--- src/rtl/flash_seq_pkg.sv ---
package flash_seq_pkg;

    typedef enum logic [1:0] {
        CYC_READ  = 2'd0,
        CYC_RSVD  = 2'd1,
        CYC_PROG  = 2'd2,
        CYC_ERASE = 2'd3
    } cyc_e;

    typedef enum logic [3:0] {
        S_IDLE,
        S_WREN,
        S_GAP_A,
        S_OPC,
        S_ADR,
        S_DAT,
        S_GAP_B,
        S_POLL_OP,
        S_POLL_RD
    } seq_state_e;

    localparam logic [7:0] OPC_READ  = 8'h03;
    localparam logic [7:0] OPC_PROG  = 8'h02;
    localparam logic [7:0] OPC_ERASE = 8'h20;
    localparam logic [7:0] OPC_WREN  = 8'h06;
    localparam logic [7:0] OPC_RDSR  = 8'h05;
    localparam logic [7:0] FILL_BYTE = 8'h00;

    localparam int CTRL_CNT_LSB = 8;
    localparam int ST_DONE = 0;
    localparam int ST_ERR  = 1;
    localparam int ST_AEL  = 2;
    localparam int ST_SCIP = 5;
    localparam int ST_LOCK = 15;

endpackage

--- src/rtl/fseq_buffer.sv ---
module fseq_buffer #(
    parameter int WORDS = 16,
    parameter int CNT_W = 6
) (
    input  logic                     clk,
    input  logic                     rst_n,
    input  logic                     h_we,
    input  logic [$clog2(WORDS)-1:0] h_word,
    input  logic [31:0]              h_wdata,
    output logic [31:0]              h_rdata,
    input  logic                     e_we,
    input  logic [CNT_W-1:0]         e_idx,
    input  logic [7:0]               e_wdata,
    output logic [7:0]               e_rdata
);
    localparam int WIDX_W = $clog2(WORDS);

    logic [31:0] mem_q [WORDS];
    logic [31:0] mem_d [WORDS];

    logic [WIDX_W-1:0] e_word;
    logic [1:0]        e_lane;

    assign e_word = e_idx[CNT_W-1:2];
    assign e_lane = e_idx[1:0];

    always_comb begin
        for (int w = 0; w < WORDS; w++) begin
            mem_d[w] = mem_q[w];
        end
        if (h_we) begin
            mem_d[h_word] = h_wdata;
        end
        if (e_we) begin
            mem_d[e_word][8*e_lane +: 8] = e_wdata;
        end
        h_rdata = mem_q[h_word];
        e_rdata = mem_q[e_word][8*e_lane +: 8];
    end

    always_ff @(posedge clk or negedge rst_n) begin
        if (!rst_n) begin
            for (int w = 0; w < WORDS; w++) begin
                mem_q[w] <= '0;
            end
        end else begin
            for (int w = 0; w < WORDS; w++) begin
                mem_q[w] <= mem_d[w];
            end
        end
    end
endmodule

--- src/rtl/fseq_csr.sv ---
module fseq_csr
    import flash_seq_pkg::*;
#(
    parameter int ADDR_W = 24,
    parameter int CNT_W  = 6
) (
    input  logic              clk,
    input  logic              rst_n,
    input  logic              wr_ctrl_i,
    input  logic              wr_stat_i,
    input  logic              wr_addr_i,
    input  logic [ADDR_W-1:0] wdata_i,
    input  logic              seq_accept_i,
    input  logic              seq_busy_i,
    input  logic              seq_done_i,
    input  logic              seq_fault_i,
    output logic              go_o,
    output cyc_e              cyc_o,
    output logic [CNT_W-1:0]  cnt_o,
    output logic [ADDR_W-1:0] faddr_o,
    output logic              scip_o,
    output logic [15:0]       ctrl_rd_o,
    output logic [15:0]       stat_rd_o
);
    typedef struct packed {
        logic              go;
        cyc_e              cyc;
        logic [CNT_W-1:0]  cnt;
        logic [ADDR_W-1:0] faddr;
        logic              done;
        logic              err;
        logic              ael;
        logic              lock;
    } csr_t;

    csr_t q, d;
    logic scip;

    always_comb begin
        d    = q;
        scip = q.go | seq_busy_i;

        if (wr_ctrl_i && !scip) begin
            d.go  = wdata_i[0];
            d.cyc = cyc_e'(wdata_i[2:1]);
            d.cnt = wdata_i[CTRL_CNT_LSB +: CNT_W];
        end
        if (wr_addr_i && !scip) begin
            d.faddr = wdata_i;
        end
        if (seq_accept_i) begin
            d.go = 1'b0;
        end

        if (wr_stat_i) begin
            if (wdata_i[ST_DONE]) d.done = 1'b0;
            if (wdata_i[ST_ERR])  d.err  = 1'b0;
            if (wdata_i[ST_AEL])  d.ael  = 1'b0;
            if (wdata_i[ST_LOCK]) d.lock = 1'b1;
        end
        if (seq_done_i) begin
            d.done = 1'b1;
        end
        if (seq_fault_i) begin
            d.err = 1'b1;
            d.ael = 1'b1;
        end

        ctrl_rd_o                          = '0;
        ctrl_rd_o[0]                       = q.go;
        ctrl_rd_o[2:1]                     = q.cyc;
        ctrl_rd_o[CTRL_CNT_LSB +: CNT_W]   = q.cnt;

        stat_rd_o          = '0;
        stat_rd_o[ST_DONE] = q.done;
        stat_rd_o[ST_ERR]  = q.err;
        stat_rd_o[ST_AEL]  = q.ael;
        stat_rd_o[ST_SCIP] = scip;
        stat_rd_o[ST_LOCK] = q.lock;
    end

    always_ff @(posedge clk or negedge rst_n) begin
        if (!rst_n) begin
            q <= '{go: 1'b0, cyc: CYC_READ, cnt: '0, faddr: '0,
                   done: 1'b0, err: 1'b0, ael: 1'b0, lock: 1'b0};
        end else begin
            q <= d;
        end
    end

    assign go_o    = q.go;
    assign cyc_o   = q.cyc;
    assign cnt_o   = q.cnt;
    assign faddr_o = q.faddr;
    assign scip_o  = scip;
endmodule

--- src/rtl/fseq_sequencer.sv ---
module fseq_sequencer
    import flash_seq_pkg::*;
#(
    parameter int ADDR_W = 24,
    parameter int CNT_W  = 6
) (
    input  logic              clk,
    input  logic              rst_n,
    input  logic              go_i,
    input  cyc_e              cyc_i,
    input  logic [CNT_W-1:0]  cnt_i,
    input  logic [ADDR_W-1:0] addr_i,
    input  logic [7:0]        wbyte_i,
    input  logic              spi_ack_i,
    input  logic [7:0]        spi_rx_i,
    output logic              accept_o,
    output logic              busy_o,
    output logic              done_o,
    output logic              fault_o,
    output logic              spi_req_o,
    output logic              spi_cs_n_o,
    output logic [7:0]        spi_tx_o,
    output logic              bwr_o,
    output logic [CNT_W-1:0]  bidx_o,
    output logic [7:0]        bwdata_o
);
    localparam int ADDR_BYTES = ADDR_W / 8;
    localparam logic [CNT_W-1:0] LAST_ADR = CNT_W'(ADDR_BYTES - 1);

    typedef struct packed {
        seq_state_e        state;
        logic [CNT_W-1:0]  idx;
        logic [ADDR_W-1:0] ashift;
    } seq_t;

    seq_t q, d;

    function automatic logic [7:0] main_opcode(cyc_e c);
        case (c)
            CYC_PROG:  return OPC_PROG;
            CYC_ERASE: return OPC_ERASE;
            default:   return OPC_READ;
        endcase
    endfunction

    always_comb begin
        d         = q;
        accept_o  = 1'b0;
        done_o    = 1'b0;
        fault_o   = 1'b0;
        spi_req_o = 1'b0;
        spi_tx_o  = FILL_BYTE;
        bwr_o     = 1'b0;

        case (q.state)
            S_IDLE: begin
                if (go_i) begin
                    accept_o = 1'b1;
                    d.idx    = '0;
                    d.ashift = addr_i;
                    case (cyc_i)
                        CYC_READ:            d.state = S_OPC;
                        CYC_PROG, CYC_ERASE: d.state = S_WREN;
                        default:             fault_o = 1'b1;
                    endcase
                end
            end
            S_WREN: begin
                spi_req_o = 1'b1;
                spi_tx_o  = OPC_WREN;
                if (spi_ack_i) d.state = S_GAP_A;
            end
            S_GAP_A: begin
                d.state = S_OPC;
            end
            S_OPC: begin
                spi_req_o = 1'b1;
                spi_tx_o  = main_opcode(cyc_i);
                if (spi_ack_i) begin
                    d.state = S_ADR;
                    d.idx   = '0;
                end
            end
            S_ADR: begin
                spi_req_o = 1'b1;
                spi_tx_o  = q.ashift[ADDR_W-1 -: 8];
                if (spi_ack_i) begin
                    d.ashift = q.ashift << 8;
                    if (q.idx == LAST_ADR) begin
                        d.idx   = '0;
                        d.state = (cyc_i == CYC_ERASE) ? S_GAP_B : S_DAT;
                    end else begin
                        d.idx = q.idx + 1'b1;
                    end
                end
            end
            S_DAT: begin
                spi_req_o = 1'b1;
                spi_tx_o  = (cyc_i == CYC_READ) ? FILL_BYTE : wbyte_i;
                if (spi_ack_i) begin
                    bwr_o = (cyc_i == CYC_READ);
                    if (q.idx == cnt_i) begin
                        if (cyc_i == CYC_READ) begin
                            done_o  = 1'b1;
                            d.state = S_IDLE;
                        end else begin
                            d.state = S_GAP_B;
                        end
                    end else begin
                        d.idx = q.idx + 1'b1;
                    end
                end
            end
            S_GAP_B: begin
                d.state = S_POLL_OP;
            end
            S_POLL_OP: begin
                spi_req_o = 1'b1;
                spi_tx_o  = OPC_RDSR;
                if (spi_ack_i) d.state = S_POLL_RD;
            end
            S_POLL_RD: begin
                spi_req_o = 1'b1;
                spi_tx_o  = FILL_BYTE;
                if (spi_ack_i) begin
                    if (spi_rx_i[0]) begin
                        d.state = S_GAP_B;
                    end else begin
                        done_o  = 1'b1;
                        d.state = S_IDLE;
                    end
                end
            end
            default: begin
                d.state = S_IDLE;
            end
        endcase
    end

    always_ff @(posedge clk or negedge rst_n) begin
        if (!rst_n) begin
            q <= '{state: S_IDLE, idx: '0, ashift: '0};
        end else begin
            q <= d;
        end
    end

    assign busy_o     = (q.state != S_IDLE);
    assign spi_cs_n_o = ~spi_req_o;
    assign bidx_o     = q.idx;
    assign bwdata_o   = spi_rx_i;
endmodule

--- src/rtl/flash_seq_engine.sv ---
module flash_seq_engine
    import flash_seq_pkg::*;
#(
    parameter int ADDR_W    = 24,
    parameter int BUF_WORDS = 16
) (
    input  logic                               clk,
    input  logic                               rst_n,
    input  logic                               host_we,
    input  logic [$clog2(BUF_WORDS):0]         host_addr,
    input  logic [31:0]                        host_wdata,
    output logic [31:0]                        host_rdata,
    output logic                               spi_cs_n,
    output logic                               spi_req,
    output logic [7:0]                         spi_tx_byte,
    input  logic                               spi_ack,
    input  logic [7:0]                         spi_rx_byte
);
    localparam int BUF_BYTES = BUF_WORDS * 4;
    localparam int CNT_W     = $clog2(BUF_BYTES);
    localparam int WIDX_W    = $clog2(BUF_WORDS);
    localparam int HADDR_W   = WIDX_W + 1;
    localparam logic [HADDR_W-1:0] REG_CTRL  = HADDR_W'(0);
    localparam logic [HADDR_W-1:0] REG_STAT  = HADDR_W'(1);
    localparam logic [HADDR_W-1:0] REG_FADDR = HADDR_W'(2);

    logic              buf_sel;
    logic              wr_ctrl, wr_stat, wr_addr, wr_buf;
    logic              go, scip;
    cyc_e              cyc;
    logic [CNT_W-1:0]  cnt;
    logic [ADDR_W-1:0] faddr;
    logic [15:0]       ctrl_word, stat_word;
    logic              seq_accept, seq_busy, seq_done, seq_fault;
    logic              b_we;
    logic [CNT_W-1:0]  b_idx;
    logic [7:0]        b_wdata, b_rdata;
    logic [31:0]       buf_hrdata;
    logic              lock_flag, done_flag;

    assign buf_sel = host_addr[HADDR_W-1];
    assign wr_ctrl = host_we && !buf_sel && (host_addr == REG_CTRL);
    assign wr_stat = host_we && !buf_sel && (host_addr == REG_STAT);
    assign wr_addr = host_we && !buf_sel && (host_addr == REG_FADDR);
    assign wr_buf  = host_we && buf_sel && !scip;

    fseq_csr #(.ADDR_W(ADDR_W), .CNT_W(CNT_W)) u_csr (
        .clk          (clk),
        .rst_n        (rst_n),
        .wr_ctrl_i    (wr_ctrl),
        .wr_stat_i    (wr_stat),
        .wr_addr_i    (wr_addr),
        .wdata_i      (host_wdata[ADDR_W-1:0]),
        .seq_accept_i (seq_accept),
        .seq_busy_i   (seq_busy),
        .seq_done_i   (seq_done),
        .seq_fault_i  (seq_fault),
        .go_o         (go),
        .cyc_o        (cyc),
        .cnt_o        (cnt),
        .faddr_o      (faddr),
        .scip_o       (scip),
        .ctrl_rd_o    (ctrl_word),
        .stat_rd_o    (stat_word)
    );

    fseq_sequencer #(.ADDR_W(ADDR_W), .CNT_W(CNT_W)) u_seq (
        .clk        (clk),
        .rst_n      (rst_n),
        .go_i       (go),
        .cyc_i      (cyc),
        .cnt_i      (cnt),
        .addr_i     (faddr),
        .wbyte_i    (b_rdata),
        .spi_ack_i  (spi_ack),
        .spi_rx_i   (spi_rx_byte),
        .accept_o   (seq_accept),
        .busy_o     (seq_busy),
        .done_o     (seq_done),
        .fault_o    (seq_fault),
        .spi_req_o  (spi_req),
        .spi_cs_n_o (spi_cs_n),
        .spi_tx_o   (spi_tx_byte),
        .bwr_o      (b_we),
        .bidx_o     (b_idx),
        .bwdata_o   (b_wdata)
    );

    fseq_buffer #(.WORDS(BUF_WORDS), .CNT_W(CNT_W)) u_buf (
        .clk     (clk),
        .rst_n   (rst_n),
        .h_we    (wr_buf),
        .h_word  (host_addr[WIDX_W-1:0]),
        .h_wdata (host_wdata),
        .h_rdata (buf_hrdata),
        .e_we    (b_we),
        .e_idx   (b_idx),
        .e_wdata (b_wdata),
        .e_rdata (b_rdata)
    );

    always_comb begin
        host_rdata = '0;
        if (buf_sel) begin
            host_rdata = buf_hrdata;
        end else if (host_addr == REG_CTRL) begin
            host_rdata = {16'h0, ctrl_word};
        end else if (host_addr == REG_STAT) begin
            host_rdata = {16'h0, stat_word};
        end else if (host_addr == REG_FADDR) begin
            host_rdata = 32'(faddr);
        end
    end

    assign lock_flag = stat_word[ST_LOCK];
    assign done_flag = stat_word[ST_DONE];
endmodule

--- config.mk ---
export PLATFORM = sky130hd
export DESIGN_NAME = flash_seq_engine
export DESIGN_NICKNAME = d
export VERILOG_FILES = /design/src/rtl/flash_seq_pkg.sv /design/src/rtl/fseq_buffer.sv /design/src/rtl/fseq_csr.sv /design/src/rtl/fseq_sequencer.sv /design/src/rtl/flash_seq_engine.sv
export SDC_FILE = /design/constraint.sdc
export NUM_CORES = 2
export LEC_CHECK = 0
export BUFFER_PORTS_ARGS = -buffer_cell sky130_fd_sc_hd__buf_4
export CAP_MARGIN = 20
export CORE_MARGIN = 5
export CORE_UTILIZATION = 52
export DETAILED_ROUTE_END_ITERATION = 7
export MAX_ROUTING_LAYER = met4
export PLACE_DENSITY = 0.78
export SYNTH_ARGS = -nofsm -noshare
export SYNTH_HDL_FRONTEND = slang
export SYNTH_SLANG_ARGS = --single-unit
--- constraint.sdc ---
create_clock -name clk -period 2.4 [get_ports clk]
set_input_delay 0 -clock clk [delete_from_list [all_inputs] [get_ports clk]]
set_output_delay 0 -clock clk [all_outputs]
set_load 0.02 [all_outputs]
==> impl_metrics.env <==
export IMPL_drt_pass1_iterations=8
export IMPL_antenna_left=0
export IMPL_via_count=29200
export IMPL_yosysWarnings=0
export IMPL_start_util_pct=52.7
export IMPL_num_rows=97
export IMPL_critPathRequiredTime_ns=2.40
export IMPL_final_common_cell="mux2i_1"
export IMPL_top_usage_layer="met2"
export IMPL_grt_max_degree=112
export IMPL_grt_pass1_vias=30400
export IMPL_place_ws_ns=-0.543
export IMPL_start_kind="register"
export IMPL_syn_area_mm2=0.0370
export IMPL_max_freq_mhz=306
export IMPL_ir_drop_mv=0.721
export IMPL_dp_hpwl_um=89500
export IMPL_routabilityCongestion=0.969
export IMPL_met1_usage_pct=44.3
export IMPL_crit_arrival_ns=3.27
export IMPL_maxSlewViolCount=0
export IMPL_num_nets_final=3153
export IMPL_cts_buffers_inserted=61
export IMPL_layout_drive_gt1_share_pct=35.0
export IMPL_post_synth_num_cell_types=70
export IMPL_max_clock_path_buffers=3
export IMPL_fin_skew_ns=0.0257
export IMPL_overflow=0
export IMPL_relSlewSlack_pct=53.4
export IMPL_worst_path_stages=9
export IMPL_min_period_ns=3.27
export IMPL_rsz0062_at_grt="yes"
export IMPL_crit_family="compound AO/OA/AOI/OAI gates"
export IMPL_reg2reg_from="u_seq.bidx_o[2]$_DFFE_PN0P_"
export IMPL_wirelength_um=141000
export IMPL_async_reset_ff_share_pct=100
export IMPL_path_class="reg2out"
export IMPL_path_cells="buf_12, buf_8, buf_4, mux2i_1, o221ai_1, a221o_2, o211ai_1, o211ai_1, buf_4"
export IMPL_htree_levels=2
export IMPL_hold_violations=0
export IMPL_grt_pass1_wl_um=204000
export IMPL_placed_cell_area_mm2=0.0413
export IMPL_io_pins=91
export IMPL_dieWidth_um=277
export IMPL_cts_root_buf="clkbuf_16"
export IMPL_portBuffers=90
export IMPL_worst_pin_slew_ns=0.697
export IMPL_drc=0
export IMPL_core_area_mm2=0.0703
export IMPL_rrSetupSlack_ns=-0.05
export IMPL_layout_cells_non_filler=4087
export IMPL_critPathLaunch="u_seq.bidx_o[3]$_DFFE_PN0P_"
export IMPL_worst_slack_ns=-0.868
export IMPL_crit_buf_inv=4
export IMPL_outcome="finished with violations"
export IMPL_die_h_um=277
export IMPL_placed_cells=3855
export IMPL_setup_tns_ns=-8.03
export IMPL_cts_tree="done"
export IMPL_wl_per_cell_um=34.5
export IMPL_insertion_delay_ns=0.66
export IMPL_antenna_found_initial=3
export IMPL_dr_first_iter_drc_count=3946
export IMPL_reg2reg_depth=8
export IMPL_die_area_mm2=0.0766
export IMPL_ys_flop_type="dfrtp_1"
export IMPL_crit_path_end_kind="primary output"
export IMPL_gr_usage_met3_pct=11.0
export IMPL_cp_slowest_cell="dfrtp_4"
export IMPL_power_density_mw_per_mm2=776
export IMPL_endpoint="spi_tx_byte[2]"
export IMPL_met2_usage_pct=52.7
export IMPL_r2r_end="u_seq.q[32]$_DFFE_PN0P_"
export IMPL_area_growth_pct=22.9
export IMPL_synth_net_count=2842
export IMPL_cap_violations=0
export IMPL_synth_seq_cells=583
export IMPL_grtUsageTotal_pct=36.5
export IMPL_fin_area_mm2=0.0455
export IMPL_crit_fanout=7
export IMPL_syn_area_per_cell_um2=13.3
export IMPL_path_clk_slew_ns=0.07
export IMPL_hp_class="in2async"
export IMPL_final_period_utilization_pct=136
export IMPL_synthCells=2788
export IMPL_ys_seq_area_share_pct=39.4
export IMPL_clock_sinks=583
export IMPL_violations="negative setup slack"
export IMPL_final_util_pct=64.7
export IMPL_cp_slowest_stage_delay_ns=0.57
export IMPL_via_per_inst=7.15
export IMPL_synth_edf_count=0
export IMPL_mostFrequentLayoutCells="1084 x mux2i_1, 577 x dfrtp_1, 274 x buf_4, 260 x mux4_2, 132 x buf_12"
export IMPL_setup_viol=53
export IMPL_p_leak_nw=16.8
## flip-flops by register name, summed over array words and instances, names as in the netlist
signal           cells
u_csr.go_o           1
u_seq.q             28
u_csr.cyc_o          2
u_csr.stat_rd_o      4
u_csr.cnt_o          6
u_seq.bidx_o         6
u_buf.mem_q        512
u_csr.faddr_o       24
## synthesized netlist by cell type (all sizes together) (3+ instances only)
cell / n / area (um2)
nand2: 120 / 460
nand4: 5 / 46.3
clkbuf: 134 / 503
o311ai: 5 / 43.8
o221ai: 9 / 78.8
mux4: 260 / 5860
o211ai: 8 / 60.1
mux2i: 1091 / 10900
dfrtp: 583 / 14600
or4: 3 / 22.5
a21o: 5 / 37.5
nand2b: 5 / 31.3
a22oi: 15 / 113
a221oi: 19 / 166
nor3: 13 / 118
xor2: 7 / 61.3
o31ai: 6 / 45.0
a21oi: 13 / 65.1
o21ai: 37 / 185
nor2b: 16 / 100
nor4: 8 / 108
inv: 14 / 52.6
nor2: 93 / 724
o22ai: 7 / 43.8
and3: 8 / 50.1
buf: 131 / 968
nand3: 24 / 120
o2111ai: 4 / 35.0
ha: 5 / 62.6
a22o: 27 / 236
mux2: 58 / 653
a211oi: 7 / 57.6
a2111oi: 5 / 43.8
and2: 10 / 62.6
## worst min-delay path: cells and delay by family
kind | cells | cell delay [ns]
buffers and inverters | 3 | 0.99
## layout make-up
class | count | area, um2
fill | 4865 | 24800
multi-input combinational | 1926 | 21600
sequential | 583 | 14600
timing repair buffer | 513 | 5990
clock buffer | 90 | 1790
tap | 940 | 1180
clock inverter | 19 | 233
inverter | 14 | 52.6
antenna | 2 | 5.00
## where the power goes
group,internal [W],switching (W)
Combinational,0.00536,0.00573
Clock,0.00565,0.00425
Sequential,0.0121,0.00217
Total,0.0232,0.0121
## cells by family (layout without fill, tap and decap cells)
logic type,Yosys count,after routing,share of synthesized area [%]
compound gates,185,185,3.70
xor+xnor,7,7,0.166
fa+ha+maj,5,5,0.169
buf+inv,279,636,4.12
flops,583,583,39.4
mux,1409,1409,47.1
other cells,0,2,0
simple gates,320,320,5.31
## how the worst min path moves through the flow
stage,from,to,slack (ns),depth (start not counted)
5_1_grt,rst_n,u_buf.mem_q[299]$_DFF_PN0_,0.03,3
4_1_cts,rst_n,u_buf.mem_q[303]$_DFF_PN0_,0.009,3
6_report,rst_n,u_buf.mem_q[335]$_DFF_PN0_,0.003,3
2_1_floorplan,rst_n,u_buf.mem_q[0]$_DFF_PN0_,-0.30,0
3_3_place_gp,rst_n,u_buf.mem_q[238]$_DFF_PN0_,-0.05,1
3_5_place_dp,rst_n,u_buf.mem_q[331]$_DFF_PN0_,-0.04,1
## metrics by stage
step / hold slack (ns) / power (W)
2_1_floorplan: -0.296 / 0.0201
3_3_place_gp: -0.0524 / 0.0234
3_5_place_dp: -0.0435 / 0.0240
4_1_cts: 0.00938 / 0.0344
5_1_grt: 0.0267 / 0.0365
6_report: 0.00314 / 0.0353
## per-layer routing
layer | wire length (um) | share of wire (%) | up-vias
li1 | - | - | 11300
met1 | 49400 | 35 | 14800
met2 | 61800 | 44 | 2367
met3 | 17000 | 12 | 751
met4 | 13000 | 9.2 | 0
met5 | 0 | 0 | -
## what timing repair did
item / 4_1_cts / 5_1_grt
setup buffers: 41 / 29
hold buffers: 45 / 0
gates cloned: 1 / 6
resized for setup: 139 / 101
hold endpoints to repair: 1123 / 0
setup endpoints to repair: 101 / 194
pin swaps: 36 / 36
Note: power is estimated with default switching activity, not from simulation.
